### src/rtl/tmr_chan_pkg.sv
package tmr_chan_pkg;
    // Control word bit positions (software-visible, fixed by behaviour)
    localparam int unsigned CB_EN   = 0;
    localparam int unsigned CB_AUTO = 1;
    localparam int unsigned CB_LOAD = 2;
    localparam int unsigned CB_IE   = 3;
    localparam int unsigned CB_PEND = 4;
    localparam int unsigned CB_USED = 5;

    typedef enum logic [0:0] {
        ST_IDLE = 1'b0,
        ST_RUN  = 1'b1
    } run_state_e;
endpackage

### src/rtl/tmr_cfg_reg.sv
module tmr_cfg_reg
    import tmr_chan_pkg::*;
(
    input  logic               clk,
    input  logic               rst_n,
    input  logic               wr_cfg,
    input  logic [CB_USED-1:0] wbits,
    input  logic               expire,
    output logic               en_q,
    output logic               auto_q,
    output logic               ie_q,
    output logic [CB_USED-1:0] cfg_rd
);
    logic pend_q;

    always_ff @(posedge clk) begin
        if (!rst_n) begin
            en_q   <= 1'b0;
            auto_q <= 1'b0;
            ie_q   <= 1'b0;
        end else if (wr_cfg) begin
            en_q   <= wbits[CB_EN];
            auto_q <= wbits[CB_AUTO];
            ie_q   <= wbits[CB_IE];
        end
    end

    // Pending: write-one clears, otherwise an enabled expiry sets it.
    // A control write blocks expiry in the same cycle, so no collision.
    always_ff @(posedge clk) begin
        if (!rst_n) begin
            pend_q <= 1'b0;
        end else if (wr_cfg && wbits[CB_PEND]) begin
            pend_q <= 1'b0;
        end else if (expire && ie_q) begin
            pend_q <= 1'b1;
        end
    end

    always_comb begin
        cfg_rd          = '0;
        cfg_rd[CB_EN]   = en_q;
        cfg_rd[CB_AUTO] = auto_q;
        cfg_rd[CB_IE]   = ie_q;
        cfg_rd[CB_PEND] = pend_q;
    end
endmodule

### src/rtl/tmr_count_core.sv
module tmr_count_core
    import tmr_chan_pkg::*;
#(
    parameter int unsigned DW = 32
) (
    input  logic          clk,
    input  logic          rst_n,
    input  logic          tick,
    input  logic          wr_cnt,
    input  logic          wr_cfg,
    input  logic [DW-1:0] wdata,
    input  logic          w_en,
    input  logic          w_load,
    input  logic [DW-1:0] reload_val,
    input  logic          en_q,
    input  logic          auto_q,
    output logic [DW-1:0] count,
    output logic          running,
    output logic          expire
);
    run_state_e state_q, state_d;
    logic [DW-1:0] cnt_q;
    logic any_wr;
    logic en_after;

    assign any_wr   = wr_cnt | wr_cfg;
    assign en_after = wr_cfg ? w_en : en_q;
    assign running  = (state_q == ST_RUN);
    assign expire   = running && tick && !any_wr && (cnt_q == '0);
    assign count    = cnt_q;

    // State register
    always_ff @(posedge clk) begin
        if (!rst_n) begin
            state_q <= ST_IDLE;
        end else begin
            state_q <= state_d;
        end
    end

    // Next state: T_START / T_HALT on writes, T_WRAP / T_EXPIRE_STOP on expiry
    always_comb begin
        state_d = state_q;
        if (any_wr) begin
            state_d = en_after ? ST_RUN : ST_IDLE;
        end else begin
            unique case (state_q)
                ST_IDLE: state_d = ST_IDLE;
                ST_RUN: begin
                    if (expire) begin
                        state_d = auto_q ? ST_RUN : ST_IDLE;
                    end
                end
                default: state_d = ST_IDLE;
            endcase
        end
    end

    // Counter datapath
    always_ff @(posedge clk) begin
        if (!rst_n) begin
            cnt_q <= '0;
        end else if (wr_cnt) begin
            cnt_q <= wdata;
        end else if (wr_cfg && w_load) begin
            cnt_q <= reload_val;
        end else if (expire && auto_q) begin
            cnt_q <= reload_val;
        end else if (running && tick && !wr_cfg && (cnt_q != '0)) begin
            cnt_q <= cnt_q - DW'(1);
        end
    end
endmodule

### src/rtl/tmr_irq_pulse.sv
module tmr_irq_pulse (
    input  logic clk,
    input  logic rst_n,
    input  logic expire,
    input  logic ie_q,
    output logic irq
);
    always_ff @(posedge clk) begin
        if (!rst_n) begin
            irq <= 1'b0;
        end else begin
            irq <= expire & ie_q;
        end
    end
endmodule

### src/rtl/tmr_chan_top.sv
module tmr_chan_top
    import tmr_chan_pkg::*;
#(
    parameter int unsigned DW = 32
) (
    input  logic          clk,
    input  logic          rst_n,
    input  logic          tick_i,
    input  logic          wr_cnt_i,
    input  logic          wr_rld_i,
    input  logic          wr_cfg_i,
    input  logic [DW-1:0] wdata_i,
    output logic [DW-1:0] rd_cnt_o,
    output logic [DW-1:0] rd_rld_o,
    output logic [DW-1:0] rd_cfg_o,
    output logic          irq_o
);
    localparam int unsigned PAD_W = DW - CB_USED;

    logic [DW-1:0]      rld_q;
    logic               en_q, auto_q, ie_q;
    logic [CB_USED-1:0] cfg_bits;
    logic               running;
    logic               expire;

    always_ff @(posedge clk) begin
        if (!rst_n) begin
            rld_q <= '0;
        end else if (wr_rld_i) begin
            rld_q <= wdata_i;
        end
    end

    tmr_cfg_reg u_cfg (
        .clk    (clk),
        .rst_n  (rst_n),
        .wr_cfg (wr_cfg_i),
        .wbits  (wdata_i[CB_USED-1:0]),
        .expire (expire),
        .en_q   (en_q),
        .auto_q (auto_q),
        .ie_q   (ie_q),
        .cfg_rd (cfg_bits)
    );

    tmr_count_core #(.DW(DW)) u_core (
        .clk        (clk),
        .rst_n      (rst_n),
        .tick       (tick_i),
        .wr_cnt     (wr_cnt_i),
        .wr_cfg     (wr_cfg_i),
        .wdata      (wdata_i),
        .w_en       (wdata_i[CB_EN]),
        .w_load     (wdata_i[CB_LOAD]),
        .reload_val (rld_q),
        .en_q       (en_q),
        .auto_q     (auto_q),
        .count      (rd_cnt_o),
        .running    (running),
        .expire     (expire)
    );

    tmr_irq_pulse u_irq (
        .clk    (clk),
        .rst_n  (rst_n),
        .expire (expire),
        .ie_q   (ie_q),
        .irq    (irq_o)
    );

    assign rd_rld_o = rld_q;
    assign rd_cfg_o = {{PAD_W{1'b0}}, cfg_bits};
endmodule

### config.mk
export PLATFORM = sky130hd
export DESIGN_NAME = tmr_chan_top
export DESIGN_NICKNAME = d
export VERILOG_FILES = /design/src/rtl/tmr_chan_pkg.sv /design/src/rtl/tmr_cfg_reg.sv /design/src/rtl/tmr_count_core.sv /design/src/rtl/tmr_irq_pulse.sv /design/src/rtl/tmr_chan_top.sv
export SDC_FILE = /design/constraint.sdc
export NUM_CORES = 1
export LEC_CHECK = 0
export ABC_AREA = 1
export BUFFER_PORTS_ARGS = -buffer_cell sky130_fd_sc_hd__clkbuf_2
export CAP_MARGIN = 20
export CORE_MARGIN = 2
export CORE_UTILIZATION = 56
export DETAILED_ROUTE_END_ITERATION = 12
export HOLD_SLACK_MARGIN = 0.12
export PLACE_DENSITY = 0.86
export SETUP_SLACK_MARGIN = 0.05
export SLEW_MARGIN = 25
export SYNTH_ARGS = -nofsm -noshare
export SYNTH_HDL_FRONTEND = slang
export SYNTH_SLANG_ARGS = --single-unit
### constraint.sdc
create_clock -name clk -period 4 [get_ports clk]
set_input_delay 0.4 -clock clk [delete_from_list [all_inputs] [get_ports clk]]
set_output_delay 0.4 -clock clk [all_outputs]
set_load 0.005 [all_outputs]
# ---- Word-level counts from Yosys, hierarchy flattened
# Cells that the tools add are included.
dict set report classes {
  mux 10
  bitwise_logic 4
  n_addsub 1
  n_reduce_logical 15
}
# operator n
set op_table {}
lappend op_table {{two-way mux 32 bit} 4}
lappend op_table {{zero test 32 bit} 1}
lappend op_table {{nonzero test 32 bit} 1}
lappend op_table {{subtractor 32 x 1 -> 32 bit, second input constant} 1}
lappend op_table {{logical AND 1 bit} 9}
lappend op_table {{two-way mux 1 bit} 5}
lappend op_table {{nonzero test 4 bit} 1}
lappend op_table {{zero test 1 bit} 2}
lappend op_table {{inverter 1 bit} 2}
lappend op_table {{case mux 1 bit (2 select lines)} 1}
lappend op_table {{OR reduction 2 bit} 1}
lappend op_table {{AND 1 bit} 1}
lappend op_table {{bitwise OR 1 bit} 1}
dict set report totals {
  word_cells 38
  input_bits 38
  regBits 70
}

# ---- Logic depth before layout (Yosys ltp)
dict set report depth {
  word_depth 8
  ltp_mapped 15
}

# ---- Cells and area by module
# Synthesis repeated with hierarchy kept, for this count alone.
dict set report unflattened {
  hier_cells 808
  hier_area_um2 4813.4
}
# module area_each_um2 cells_each instances
set modules_own_cells {}
lappend modules_own_cells {tmr_count_core 3044.2 545 1}
lappend modules_own_cells {tmr_chan_top 1541.5 230 1}
lappend modules_own_cells {tmr_cfg_reg 193.9 29 1}
lappend modules_own_cells {tmr_irq_pulse 33.8 4 1}

# ---- Worst setup path after synthesis
# No wires, ideal clock.
dict set report synth_timing {
  path_type {reg2reg}
  start {register u_core.cnt_q[0], in the netlist u_core.count[0]}
  end {register u_core.cnt_q[26], in the netlist u_core.count[26]}
  t_required_ps 3868
  period_less_slack_ps 1876
  path_stages_with_launch 14
  arrival_ps 1744
  setup_time_ps 132
  setup_slack_ps 2124
  cell_sequence {dfxtp_1 inv_1 ha_1 nand2_2 nor2_4 nand2_2 o21ai_1 nand2_1 nor2_2 buf_6 buf_6 nor2_1 nand2_1 a21oi_1}
}
dict set report synth_between {
  elab_chain_cells 6
  word_cells_on_any_way 11
  cone_classes {add/sub (1); mux (4); reduce/logical (6)}
}
# item line_no
set synth_lines {}
lappend synth_lines {{from (decl)} tmr_count_core.sv:22} ;# logic [DW-1:0] cnt_q;
lappend synth_lines {{from (signal assigned)} tmr_count_core.sv:64} ;# cnt_q <= wdata;
lappend synth_lines {{from (signal assigned)} tmr_count_core.sv:66} ;# cnt_q <= reload_val;
lappend synth_lines {{from (signal assigned)} tmr_count_core.sv:68} ;# cnt_q <= reload_val;
lappend synth_lines {{branches (longest 6 deep; another with subtractor 32 x 1 -> 32 bit)} -}
# Parallel ways; which one is timed is not known. The select of a mux whose other input is x is not followed.
# A chain may end at the register's enable or synchronous reset.

# ---- Final worst setup path
dict set report layout_timing {
  start {register u_core.cnt_q[0], in the netlist u_core.count[0]}
  end {register u_core.cnt_q[18], in the netlist u_core.count[18]}
}
# The elaborated chain is that of the path after synthesis.

==> impl_metrics.prom <==
# TYPE chip_impl_metric gauge
chip_impl_metric{name="layout-drive-gt1-share",unit="%"} 18.31
chip_impl_metric{name="floorplan.core_area",unit="mm^2"} 0.007647
chip_impl_metric{name="yosys_warnings",unit=""} 0
chip_impl_metric{name="placed_cell_area",unit="mm^2"} 0.004781
chip_impl_metric{name="finalCriticalPeriod",unit="ns"} 2.790
chip_impl_metric{name="max_clock_freq",unit="MHz"} 358.5
chip_impl_metric{name="gp_congestion",unit=""} 0.9481
chip_impl_metric{name="post_detailed_route_drc_marker_count",unit=""} 0
chip_impl_metric{name="fin_area",unit="mm^2"} 0.004990
chip_impl_metric{name="htree_num_levels",unit=""} 3
chip_impl_metric{name="synth-edff-count",unit=""} 0
chip_impl_metric{name="grt_pass1_vias",unit=""} 4242
chip_impl_metric{name="clock_sinks",unit=""} 70
chip_impl_metric{name="place.port_buffers",unit=""} 106
chip_impl_metric{name="drt-total-wl",unit="um"} 12650
chip_impl_metric{name="finalNonFillerCells",unit=""} 905
chip_impl_info{name="netlist.top_cell.by_area",value="dfxtp_1"} 1
chip_impl_metric{name="netlist.area_leader.share",unit="%"} 32.05
chip_impl_metric{name="die_h",unit="um"} 92.36
chip_impl_info{name="ys_dominant_reg_cell",value="dfxtp_1"} 1
chip_impl_metric{name="finalCritPeriodShare",unit="%"} 69.74
chip_impl_info{name="worst_setup_path_start_kind",value="flop"} 1
chip_impl_metric{name="async_reset_ff_share",unit="%"} 0
chip_impl_metric{name="grt_pass1_wl",unit="um"} 20640
chip_impl_metric{name="report.final.setup_viol",unit=""} 0
chip_impl_metric{name="r2r_setup_slk",unit="ns"} 1.21
chip_impl_metric{name="place_inst",unit=""} 889
chip_impl_metric{name="layout.filler_cells",unit=""} 765
chip_impl_metric{name="path_max_fanout",unit=""} 32
chip_impl_metric{name="drv_slew",unit=""} 0
chip_impl_info{name="biggest_area_contributors_in_the_synthesized_netlist",value="dfxtp_1, nand2_1, nor2_1"} 1
chip_impl_metric{name="final-hold-violation-count",unit=""} 0
chip_impl_metric{name="detail_route.vias_per_cell",unit=""} 5.208
chip_impl_info{name="status",value="finished, final reports clean"} 1
chip_impl_metric{name="worstHoldPathCells",unit=""} 3
chip_impl_metric{name="vdd_ir_drop_max",unit="mV"} 0.2434
chip_impl_info{name="holdPathEnd",value="rd_rld_o[8]"} 1
chip_impl_metric{name="slew_headroom",unit="%"} 52.89
chip_impl_metric{name="netSwitchingFraction",unit="%"} 34.25
chip_impl_metric{name="worst_r2r_path_depth",unit=""} 13
chip_impl_metric{name="holdBufCountCts",unit=""} 0
chip_impl_metric{name="grt_use_total",unit="%"} 30.50
chip_impl_metric{name="clk_pin_slew_worst_paths",unit="ns"} 0.08
chip_impl_metric{name="grt_max_degree",unit=""} 39
chip_impl_metric{name="die_w",unit="um"} 92.36
chip_impl_metric{name="seqCellArea",unit="mm^2"} 0.001401
chip_impl_metric{name="starting_density_of_the_core",unit="%"} 57.17
chip_impl_metric{name="accumulated_negative_setup_slack",unit="ns"} 0
chip_impl_metric{name="synth_seq_area_share",unit="%"} 32.05
chip_impl_metric{name="drt_iter0_drc",unit=""} 235
chip_impl_metric{name="timing.clock.skew",unit="ns"} 0.01181
chip_impl_metric{name="synth_area_per_cell",unit="um^2"} 6.149
chip_impl_metric{name="floorplan.die_area",unit="mm^2"} 0.008529
chip_impl_info{name="hold_path.startpoint",value="wdata_i[8]"} 1
chip_impl_metric{name="drt_pass1_iterations",unit=""} 4
chip_impl_metric{name="antenna_left",unit=""} 0
chip_impl_metric{name="insertedDiodeCount",unit=""} 0
chip_impl_metric{name="netlist_instances",unit=""} 711
chip_impl_info{name="worst_r2r_endpoint",value="u_core.count[18]"} 1
chip_impl_metric{name="total_switching_power",unit="mW"} 0.6459
chip_impl_metric{name="netlist-cell-type-count",unit=""} 33
chip_impl_metric{name="cts_post_setup_buffers_inserted",unit=""} 0
chip_impl_info{name="timing.rr.start",value="u_core.count[0]"} 1
chip_impl_metric{name="placement_rows",unit=""} 32
chip_impl_metric{name="synth.cell_area",unit="mm^2"} 0.004372
chip_impl_metric{name="clock_power_share",unit="%"} 32.3
chip_impl_metric{name="comb_power_share",unit="%"} 24.8
chip_impl_info{name="min-delay-path-class",value="primary input to flop"} 1
chip_impl_metric{name="postSynthRegisterBits",unit=""} 70
chip_impl_metric{name="dpl_worst_slack",unit="ns"} 1.137
chip_impl_info{name="cts_root_buf",value="clkbuf_8"} 1
chip_impl_metric{name="finish.net_count",unit=""} 837
chip_impl_info{name="tritoncts",value="built"} 1
chip_impl_metric{name="grt_overflow",unit=""} 0
chip_impl_info{name="yosysMostFrequentCell",value="nand2_1"} 1
chip_impl_metric{name="timing.max_cap.violations",unit=""} 0
chip_impl_info{name="grt_setup_unrepaired",value="false"} 1
chip_impl_metric{name="cp.required",unit="ns"} 4.21
chip_impl_metric{name="postLayoutCoreUtil",unit="%"} 65.25
chip_impl_metric{name="worst_slew_pin_slew",unit="ns"} 0.7066
chip_impl_metric{name="io_pins",unit=""} 135
chip_impl_metric{name="power_leakage",unit="nW"} 2.518
chip_impl_metric{name="power.sequential.fraction",unit="%"} 42.9
chip_impl_metric{name="clock_buffers_created_by_tritoncts",unit=""} 9
chip_impl_metric{name="dr_total_vias",unit=""} 4713
chip_impl_metric{name="cp_data_arrival_time",unit="ns"} 3.00
chip_impl_metric{name="postLayoutSetupSlackWorst",unit="ns"} 1.210
chip_impl_metric{name="internal-power",unit="mW"} 1.240
chip_impl_info{name="critical_path_class",value="flop to flop"} 1
chip_impl_metric{name="insertion_delay",unit="ns"} 0.36
chip_impl_metric{name="cts-resized-gates",unit=""} 0
chip_impl_metric{name="layout-area-overhead-vs-synth",unit="%"} 14.14
chip_impl_info{name="timing.critical_path.to_type",value="flop"} 1
chip_impl_metric{name="grt_antenna_before_repair",unit=""} 0
chip_impl_metric{name="clock_buffer_depth",unit=""} 2
chip_impl_metric{name="dp_hpwl",unit="um"} 9433
chip_impl_metric{name="wire_per_inst",unit="um"} 13.98
chip_impl_metric{name="area_of_the_multi_input_gates",unit="mm^2"} 0.002477
chip_impl_metric{name="cellPowerDensity",unit="mW/mm^2"} 377.9
chip_impl_info{name="synthTopCellsByCount",value="nand2_1, nor2_1, dfxtp_1"} 1
==> layer usage <==
| metal | vias up | routed length (um) | GRT usage (%) |
|---|---|---|---|
| met2 | 200 | 5980 | 50.61 |
| li1 | 2363 | - | - |
| met5 | - | 0 | 0 |
| met1 | 2128 | 5506 | 40.50 |
| met3 | 22 | 929 | 5.289 |
| met4 | 0 | 233 | 9.577 |
==> how the worst max path moves through the flow <==
stage          cells past startpoint             start  slack, ns                to
2_1_floorplan                     13   u_core.count[0]       2.12  u_core.count[26]
3_3_place_gp                      12  u_core.count[16]       1.34  u_core.count[11]
3_5_place_dp                      13   u_core.count[0]       1.14  u_core.count[18]
4_1_cts                           13   u_core.count[0]       1.11  u_core.count[18]
5_1_grt                           12   u_core.count[0]       0.91  u_core.count[21]
6_report                          13   u_core.count[0]       1.21  u_core.count[18]
==> cell usage in the layout (no fill, tap or decap), types with 10 or more instances in the layout <==
cell and instances:
xor2_1 10, clkbuf_8 11, nor2_1 134, a21oi_1 46, inv_1 48, nand3_1 44
o21ai_0 47, nand2_1 196, dfxtp_1 70, clkbuf_2 106, conb_1 28
==> through the flow <==
stage	power (mW)	hold WS, ns
final	1.886	0.2827
after global routing	1.993	0.2885
after floorplan	1.149	0.4472
after global placement	1.279	0.4597
after CTS	1.885	0.2815
after detailed placement	1.288	0.4712
==> critical path, stage by stage, from the launching register on <==
cell	delay, ns
dfxtp_1	0.36
inv_1	0.09
ha_1	0.25
nand2_2	0.12
nor2_4	0.06
nand2_2	0.12
nor2_4	0.06
nand3_2	0.07
nand2_2	0.24
nor2_2	0.60
buf_4	0.43
nor2_1	0.08
nand2_1	0.07
a21oi_1	0.06
==> power by group through the flow <==
stage	combinational, mW	sequential, mW	clock [mW]
global placement	0.456	0.823	0
global route	0.535	0.815	0.643
finish	0.467	0.809	0.609
detailed placement	0.463	0.825	0
floorplan	0.339	0.810	0
CTS	0.467	0.808	0.610
==> flip-flops by register name (all words and copies together), names as in the netlist <==
name	cells
u_cfg.auto_q	1
u_core.running	1
rd_rld_o	32
u_cfg.ie_q	1
u_cfg.pend_q	1
u_irq.irq	1
u_cfg.en_q	1
u_core.count	32
==> cells by family (layout without fill, tap and decap cells) <==
| kind of cell | Yosys count | count (layout) | share of synthesized area (%) |
|---|---|---|---|
| and+or+nand+nor | 403 | 403 | 38.09 |
| buffers and inverters | 115 | 180 | 13.59 |
| AOI/OAI and AO/OA | 105 | 105 | 12.65 |
| DFF | 70 | 70 | 32.05 |
| xor gates and xnor gates | 15 | 15 | 3.005 |
| adders and majority gates | 1 | 1 | 0.2862 |
| other | 1 | 28 | 0.08578 |
| muxes | 1 | 1 | 0.2290 |
==> area by class of cell <==
cell class | instances | area share [%]
sequential | 70 | 28.08
clock buffer | 11 | 3.034
timing repair buffer | 113 | 11.69
multi-input combinational | 553 | 49.65
inverter | 51 | 3.837
tap | 102 | 2.558
clock inverter | 5 | 1.153
(Power assumes the default switching activity.)
